**config.mk**
```make
export PLATFORM = sky130hd
export DESIGN_NAME = clock_victim_sel
export DESIGN_NICKNAME = d
export VERILOG_FILES = /design/src/rtl/clock_victim_pkg.sv /design/src/rtl/cvs_flag_bank.sv /design/src/rtl/cvs_walker.sv /design/src/rtl/clock_victim_sel.sv
export SDC_FILE = /design/constraint.sdc
export NUM_CORES = 1
export LEC_CHECK = 0
export ABC_AREA = 1
export BUFFER_PORTS_ARGS = -buffer_cell sky130_fd_sc_hd__clkbuf_2
export CORE_ASPECT_RATIO = 0.6
export CORE_MARGIN = 5
export CORE_UTILIZATION = 45
export CTS_BUF_LIST = sky130_fd_sc_hd__clkbuf_4
export DETAILED_ROUTE_END_ITERATION = 8
export GPL_TIMING_DRIVEN = 0
export PLACE_DENSITY = 0.66
export SLEW_MARGIN = 20
export SYNTH_ARGS = -nofsm -noshare
export SYNTH_HDL_FRONTEND = slang
export SYNTH_SLANG_ARGS = --single-unit
```
**constraint.sdc**
```tcl
create_clock -name clk -period 1.5 [get_ports clk]
set_input_delay 0.3 -clock clk [delete_from_list [all_inputs] [get_ports clk]]
set_output_delay 0.3 -clock clk [all_outputs]
set_load 0.02 [all_outputs]
```
**src/rtl/clock_victim_pkg.sv**
```systemverilog
package clock_victim_pkg;
    typedef enum logic {
        WALK_IDLE = 1'b0,
        WALK_RUN  = 1'b1
    } walk_state_e;
endpackage

```
**src/rtl/cvs_flag_bank.sv**
```systemverilog
module cvs_flag_bank #(
    parameter int NUM_FRAMES = 8
) (
    input  logic                  clk,
    input  logic                  rst_n,
    input  logic [NUM_FRAMES-1:0] set_vec,
    input  logic [NUM_FRAMES-1:0] clr_vec,
    output logic [NUM_FRAMES-1:0] flags
);
    logic [NUM_FRAMES-1:0] flags_d, flags_q;

    // set wins over clear: a same-cycle access keeps the frame in use
    always_comb begin
        flags_d = set_vec | (flags_q & ~clr_vec);
    end

    always_ff @(posedge clk) begin
        if (!rst_n) flags_q <= '0;
        else        flags_q <= flags_d;
    end

    assign flags = flags_q;

    a_r8_set_wins: assert property (@(posedge clk) disable iff (!rst_n)
        (set_vec != '0) |=> ((flags_q & $past(set_vec)) == $past(set_vec)));
endmodule

```
**src/rtl/cvs_walker.sv**
```systemverilog
module cvs_walker
    import clock_victim_pkg::*;
#(
    parameter int NUM_FRAMES = 8,
    parameter int IDX_W      = $clog2(NUM_FRAMES)
) (
    input  logic                  clk,
    input  logic                  rst_n,
    input  logic                  start,
    input  logic [NUM_FRAMES-1:0] eff_flags,
    output logic [NUM_FRAMES-1:0] clr_vec,
    output logic [IDX_W-1:0]      hand,
    output logic                  busy,
    output logic                  done,
    output logic [IDX_W-1:0]      victim
);
    localparam logic [IDX_W-1:0] LAST_IDX = IDX_W'(NUM_FRAMES - 1);

    typedef struct packed {
        walk_state_e      state;
        logic [IDX_W-1:0] ptr;
        logic [IDX_W-1:0] hand;
        logic [IDX_W-1:0] victim;
        logic             done;
    } walk_t;

    walk_t st_d, st_q;

    function automatic logic [IDX_W-1:0] step(input logic [IDX_W-1:0] i);
        return (i == LAST_IDX) ? '0 : i + 1'b1;
    endfunction

    always_comb begin
        st_d      = st_q;
        st_d.done = 1'b0;
        clr_vec   = '0;
        unique case (st_q.state)
            WALK_IDLE: begin
                if (start) begin
                    st_d.state = WALK_RUN;
                    st_d.ptr   = step(st_q.hand);
                end
            end
            WALK_RUN: begin
                if (eff_flags[st_q.ptr]) begin
                    clr_vec[st_q.ptr] = 1'b1;
                    st_d.ptr          = step(st_q.ptr);
                end else begin
                    st_d.victim = st_q.ptr;
                    st_d.hand   = st_q.ptr;
                    st_d.done   = 1'b1;
                    st_d.state  = WALK_IDLE;
                end
            end
            default: st_d.state = WALK_IDLE;
        endcase
    end

    always_ff @(posedge clk) begin
        if (!rst_n) begin
            st_q.state  <= WALK_IDLE;
            st_q.ptr    <= '0;
            st_q.hand   <= LAST_IDX;
            st_q.victim <= '0;
            st_q.done   <= 1'b0;
        end else begin
            st_q <= st_d;
        end
    end

    assign hand   = st_q.hand;
    assign busy   = (st_q.state == WALK_RUN);
    assign done   = st_q.done;
    assign victim = st_q.victim;

    a_r9_busy_ends_with_done: assert property (@(posedge clk) disable iff (!rst_n)
        $fell(busy) |-> done);
    a_r9_done_not_busy: assert property (@(posedge clk) disable iff (!rst_n)
        done |-> !busy);
    a_r4_single_pulse: assert property (@(posedge clk) disable iff (!rst_n)
        done |=> !done);
    a_r10_victim_held: assert property (@(posedge clk) disable iff (!rst_n)
        !done |-> $stable(victim));
endmodule

```
**src/rtl/clock_victim_sel.sv**
```systemverilog
module clock_victim_sel #(
    parameter int NUM_FRAMES = 8,
    parameter int IDX_W      = $clog2(NUM_FRAMES)
) (
    input  logic             clk,
    input  logic             rst_n,
    input  logic             acc_valid,
    input  logic [IDX_W-1:0] acc_frame,
    input  logic             fault_req,
    input  logic             load_done,
    output logic             busy,
    output logic             done,
    output logic [IDX_W-1:0] victim
);
    localparam int CNT_W = $clog2(NUM_FRAMES + 2) + 1;

    logic [NUM_FRAMES-1:0] acc_vec, load_vec, set_vec, clr_vec, flags, eff_flags;
    logic [IDX_W-1:0]      hand;

    for (genvar g = 0; g < NUM_FRAMES; g++) begin : g_decode
        assign acc_vec[g]  = acc_valid && (acc_frame == IDX_W'(g));
        assign load_vec[g] = load_done && (hand == IDX_W'(g));
    end

    assign set_vec   = acc_vec | load_vec;
    assign eff_flags = flags | set_vec;

    cvs_flag_bank #(.NUM_FRAMES(NUM_FRAMES)) i_bank (
        .clk     (clk),
        .rst_n   (rst_n),
        .set_vec (set_vec),
        .clr_vec (clr_vec),
        .flags   (flags)
    );

    cvs_walker #(.NUM_FRAMES(NUM_FRAMES), .IDX_W(IDX_W)) i_walker (
        .clk       (clk),
        .rst_n     (rst_n),
        .start     (fault_req),
        .eff_flags (eff_flags),
        .clr_vec   (clr_vec),
        .hand      (hand),
        .busy      (busy),
        .done      (done),
        .victim    (victim)
    );

    // search-length watch: busy cycles since the last flag-setting event
    logic [CNT_W-1:0] quiet_d, quiet_q;
    always_comb begin
        quiet_d = (!busy || (set_vec != '0)) ? '0 : quiet_q + 1'b1;
    end
    always_ff @(posedge clk) begin
        if (!rst_n) quiet_q <= '0;
        else        quiet_q <= quiet_d;
    end

    a_r6_lap_bound: assert property (@(posedge clk) disable iff (!rst_n)
        busy |-> (quiet_q <= CNT_W'(NUM_FRAMES)));
    a_r4_victim_unflagged: assert property (@(posedge clk) disable iff (!rst_n)
        done |-> !flags[victim]);
    a_r2_access_sets: assert property (@(posedge clk) disable iff (!rst_n)
        acc_valid |=> flags[$past(acc_frame)]);
endmodule

```
==> run summary <==
final core occ: 61.1%
Cells after DPL: 228
Die Width: 79.2 um
reg2reg setup slack: -0.19 ns
final instance area: 0.00172 mm2
Post-Layout Cell Count: 243
H-tree depth: 1
met2 WL: 1670 um
Cell Pwr Density: 980 mW/mm2
area share of the leading cell type in the synthesized netlist: 29.5%
first-pass GRT wire length: 5480 um
combinational share of power: 45.2%
RSZ-0062 raised after global routing: true
DIE AREA: 0.00408 mm2
clk_lat worst skew: 0.32 ns
r2r worst-path depth: 11
Yosys cell types: 28
WL per Instance: 14.7 um
Die H: 51.5 um
Max-slew headroom: 58.6%
DRC: 0
Port Buf Inserts: 10
vias per cell: 5.34
Hold Crit Class: in -> reg
clk sink count: 19
Core Area: 0.00282 mm2
Synth Warn #: 0
DRT Pass-1 Iters: 5
Rows: 15
WL final: 3580 um
reg-to-reg critical path startpoint: i_walker.hand[1]
GRT overflow: 0
area growth from synthesis to layout: 33.1%
highest clock rate: 592 MHz
most common cell in the netlist: nand2_1
overall routing resource usage: 18.2%
metal3 WL: 162 um
post-synth top area cell: dfxtp_1
Post-Syn Area: 0.00129 mm2
dpl hpwl: 2370 um
number of DRC markers in iteration 0: 62
hold path cells: 2
TritonCTS Buffers: 3
worst setup margin: -0.188 ns
CP Class: reg -> reg
DR vias: 1,297
layout cells sized above 1: 44.5%
ys flop type: dfxtp_1
Clk pin slew, worst setup/hold paths: 0.13 ns
pin count of the biggest net entering global routing: 11
vias in the first global route: 1,204
Mapped Cells: 184
CTS Hold Bufs: 0
Sw Share: 40.5%
min cycle time layout: 1.69 ns
number of synthesized flops with an enable pin: 0
Synth async-reset ratio: 0%
Placed Area: 0.00139 mm2
final-report max-slew violation count: 0
Max-Cap Viols: 0
sequential-to-total area share from yosys stat: 29.5%
Flop pwr share: 37.1%
R2R Path End: i_walker.st_q[7]
root buffer cell: clkbuf_4
Max Root-Sink Buffers: 2
max layer used: met4
worst-margin pin slew: 0.621 ns
crit path to: i_walker.st_q[7]
Clk pwr share: 17.7%
Post-Syn Area per Cell: 7.02 um2
CP startpoint: i_walker.hand[1]
Synth Net Count: 200
CP endpoint kind: register
CP arrival: 1.90 ns
IO Pins: 13
nets: 226
worst IR drop on VDD: 0.000546 V
synth cell count leaders: nand2_1 (37), nand3_1 (29), nor2_1 (21)
number of antenna diodes: 0
skew final: 0.0190 ns
P_int: 1.00 mW
largest cells by area after synthesis: dfxtp_1 (29%), nand3_1 (11%), nand2_1 (11%), ha_1 (7.8%), nor2_1 (6.1%)
Initial Util: 45.9%
final setup fails: 19
TritonCTS clock tree: built
period utilisation layout: 113%
fill cell count: 218
number of synthesized register bits: 19
Startpoint Class: register
Net Switching: 0.682 mW
GPL Wtd Cong: 0.854
initial antenna violation count: 0
antenna-violating nets left: 0
status: finished, violations left
Hold Vio Cnt, Final: 0
Metal-1 WL: 1650 um
P_leak: 0.731 nW
failing checks: setup timing
Worst Path Required: 1.71 ns
CP max FO: 8
## kinds of logic (layout without fill, tap and decap cells)
group / after synthesis / in the layout / synth area share, %
AND/OR/NAND/NOR: 108 / 108 / 42.4
buffers and inverters: 27 / 52 / 9.21
AO/OA/AOI/OAI: 22 / 22 / 11.1
flip-flops: 19 / 19 / 29.5
adder cells (fa/ha/maj): 8 / 8 / 7.75
## how the worst min path moves through the flow
| stage | to | slack, ns | start |
|---|---|---|---|
| after floorplan | i_bank.flags[2] | 0.44 | i_bank.flags[2] |
| after global placement | i_bank.flags[2] | 0.45 | i_bank.flags[2] |
| after detailed placement | i_walker.victim[2] | 0.46 | i_walker.victim[2] |
| after CTS | i_walker.hand[2] | 0.23 | rst_n |
| after global routing | i_walker.hand[0] | 0.22 | rst_n |
| final | i_walker.hand[0] | 0.23 | rst_n |
## stage by stage
step	hold WS, ns	setup slack, ns	setup TNS, ns	power (mW)
6_report	0.228	-0.188	-2.38	1.68
5_1_grt	0.225	-0.284	-4.11	1.78
4_1_cts	0.226	-0.121	-1.27	1.54
3_5_place_dp	0.457	-0.197	-2.51	1.12
3_3_place_gp	0.449	-0.134	-1.64	1.11
2_1_floorplan	0.439	0.0149	0	1.01
## flip-flops by register name (all words and copies together) (netlist names)
name             cells
i_walker.victim      3
i_walker.done        1
i_walker.st_q        3
i_bank.flags         8
i_walker.busy        1
i_walker.hand        3
## routing by layer
metal	vias up	GRT usage, %
met4	0	11.4
met5	-	0
met3	11	5.36
li1	647	-
met2	29	29.1
met1	610	21.6
## layout make-up
| cell class | instances | area [um2] | share of cell area (%) |
|---|---|---|---|
| Sequential cell | 19 | 393 | 22.9 |
| Clock buffer | 4 | 30.0 | 1.75 |
| Multi-Input combinational cell | 138 | 988 | 57.5 |
| Tap cell | 34 | 42.5 | 2.47 |
| Buffer | 7 | 43.8 | 2.55 |
| Timing Repair Buffer | 21 | 136 | 7.93 |
| Inverter | 20 | 85.1 | 4.95 |
## power by group through the flow
stage	sequential [mW]	combinational (mW)	clock (mW)
5_1_grt	0.633	0.824	0.325
3_3_place_gp	0.616	0.492	0
6_report	0.626	0.761	0.298
3_5_place_dp	0.617	0.502	0
4_1_cts	0.617	0.622	0.301
2_1_floorplan	0.609	0.398	0
## critical path, cell delays in order, from the launching register on
cell and delay [ns]:
dfxtp_4 0.39, inv_4 0.07, ha_2 0.21, nand3_1 0.12, nand3_1 0.11, nand2_1 0.06, nand2_1 0.07, nand2_2 0.07
clkinv_4 0.10, nand3_4 0.14, a21oi_2 0.19, nor2_1 0.05
## what timing repair did
item	4_1_cts	5_1_grt
gates resized for setup	31	21
pin swaps	12	15
endpoints found under the hold margin	0	0
buffers inserted	7	4
endpoints found under the setup margin	19	19
## placed cells by master (no fill, tap or decap), types with 4 or more instances in the layout
master and count:
a21oi_2 9, nand2_1 32, ha_4 4, nor2_2 4
inv_2 8, clkbuf_4 4, nand2_4 6, buf_4 14
and2_1 4, nand3_1 20, nand3_2 9, nor2_1 20
clkbuf_2 10, inv_1 8, nand2_2 5, dfxtp_1 15
a21oi_1 6
No activity file was read; power rests on OpenSTA's default activity.
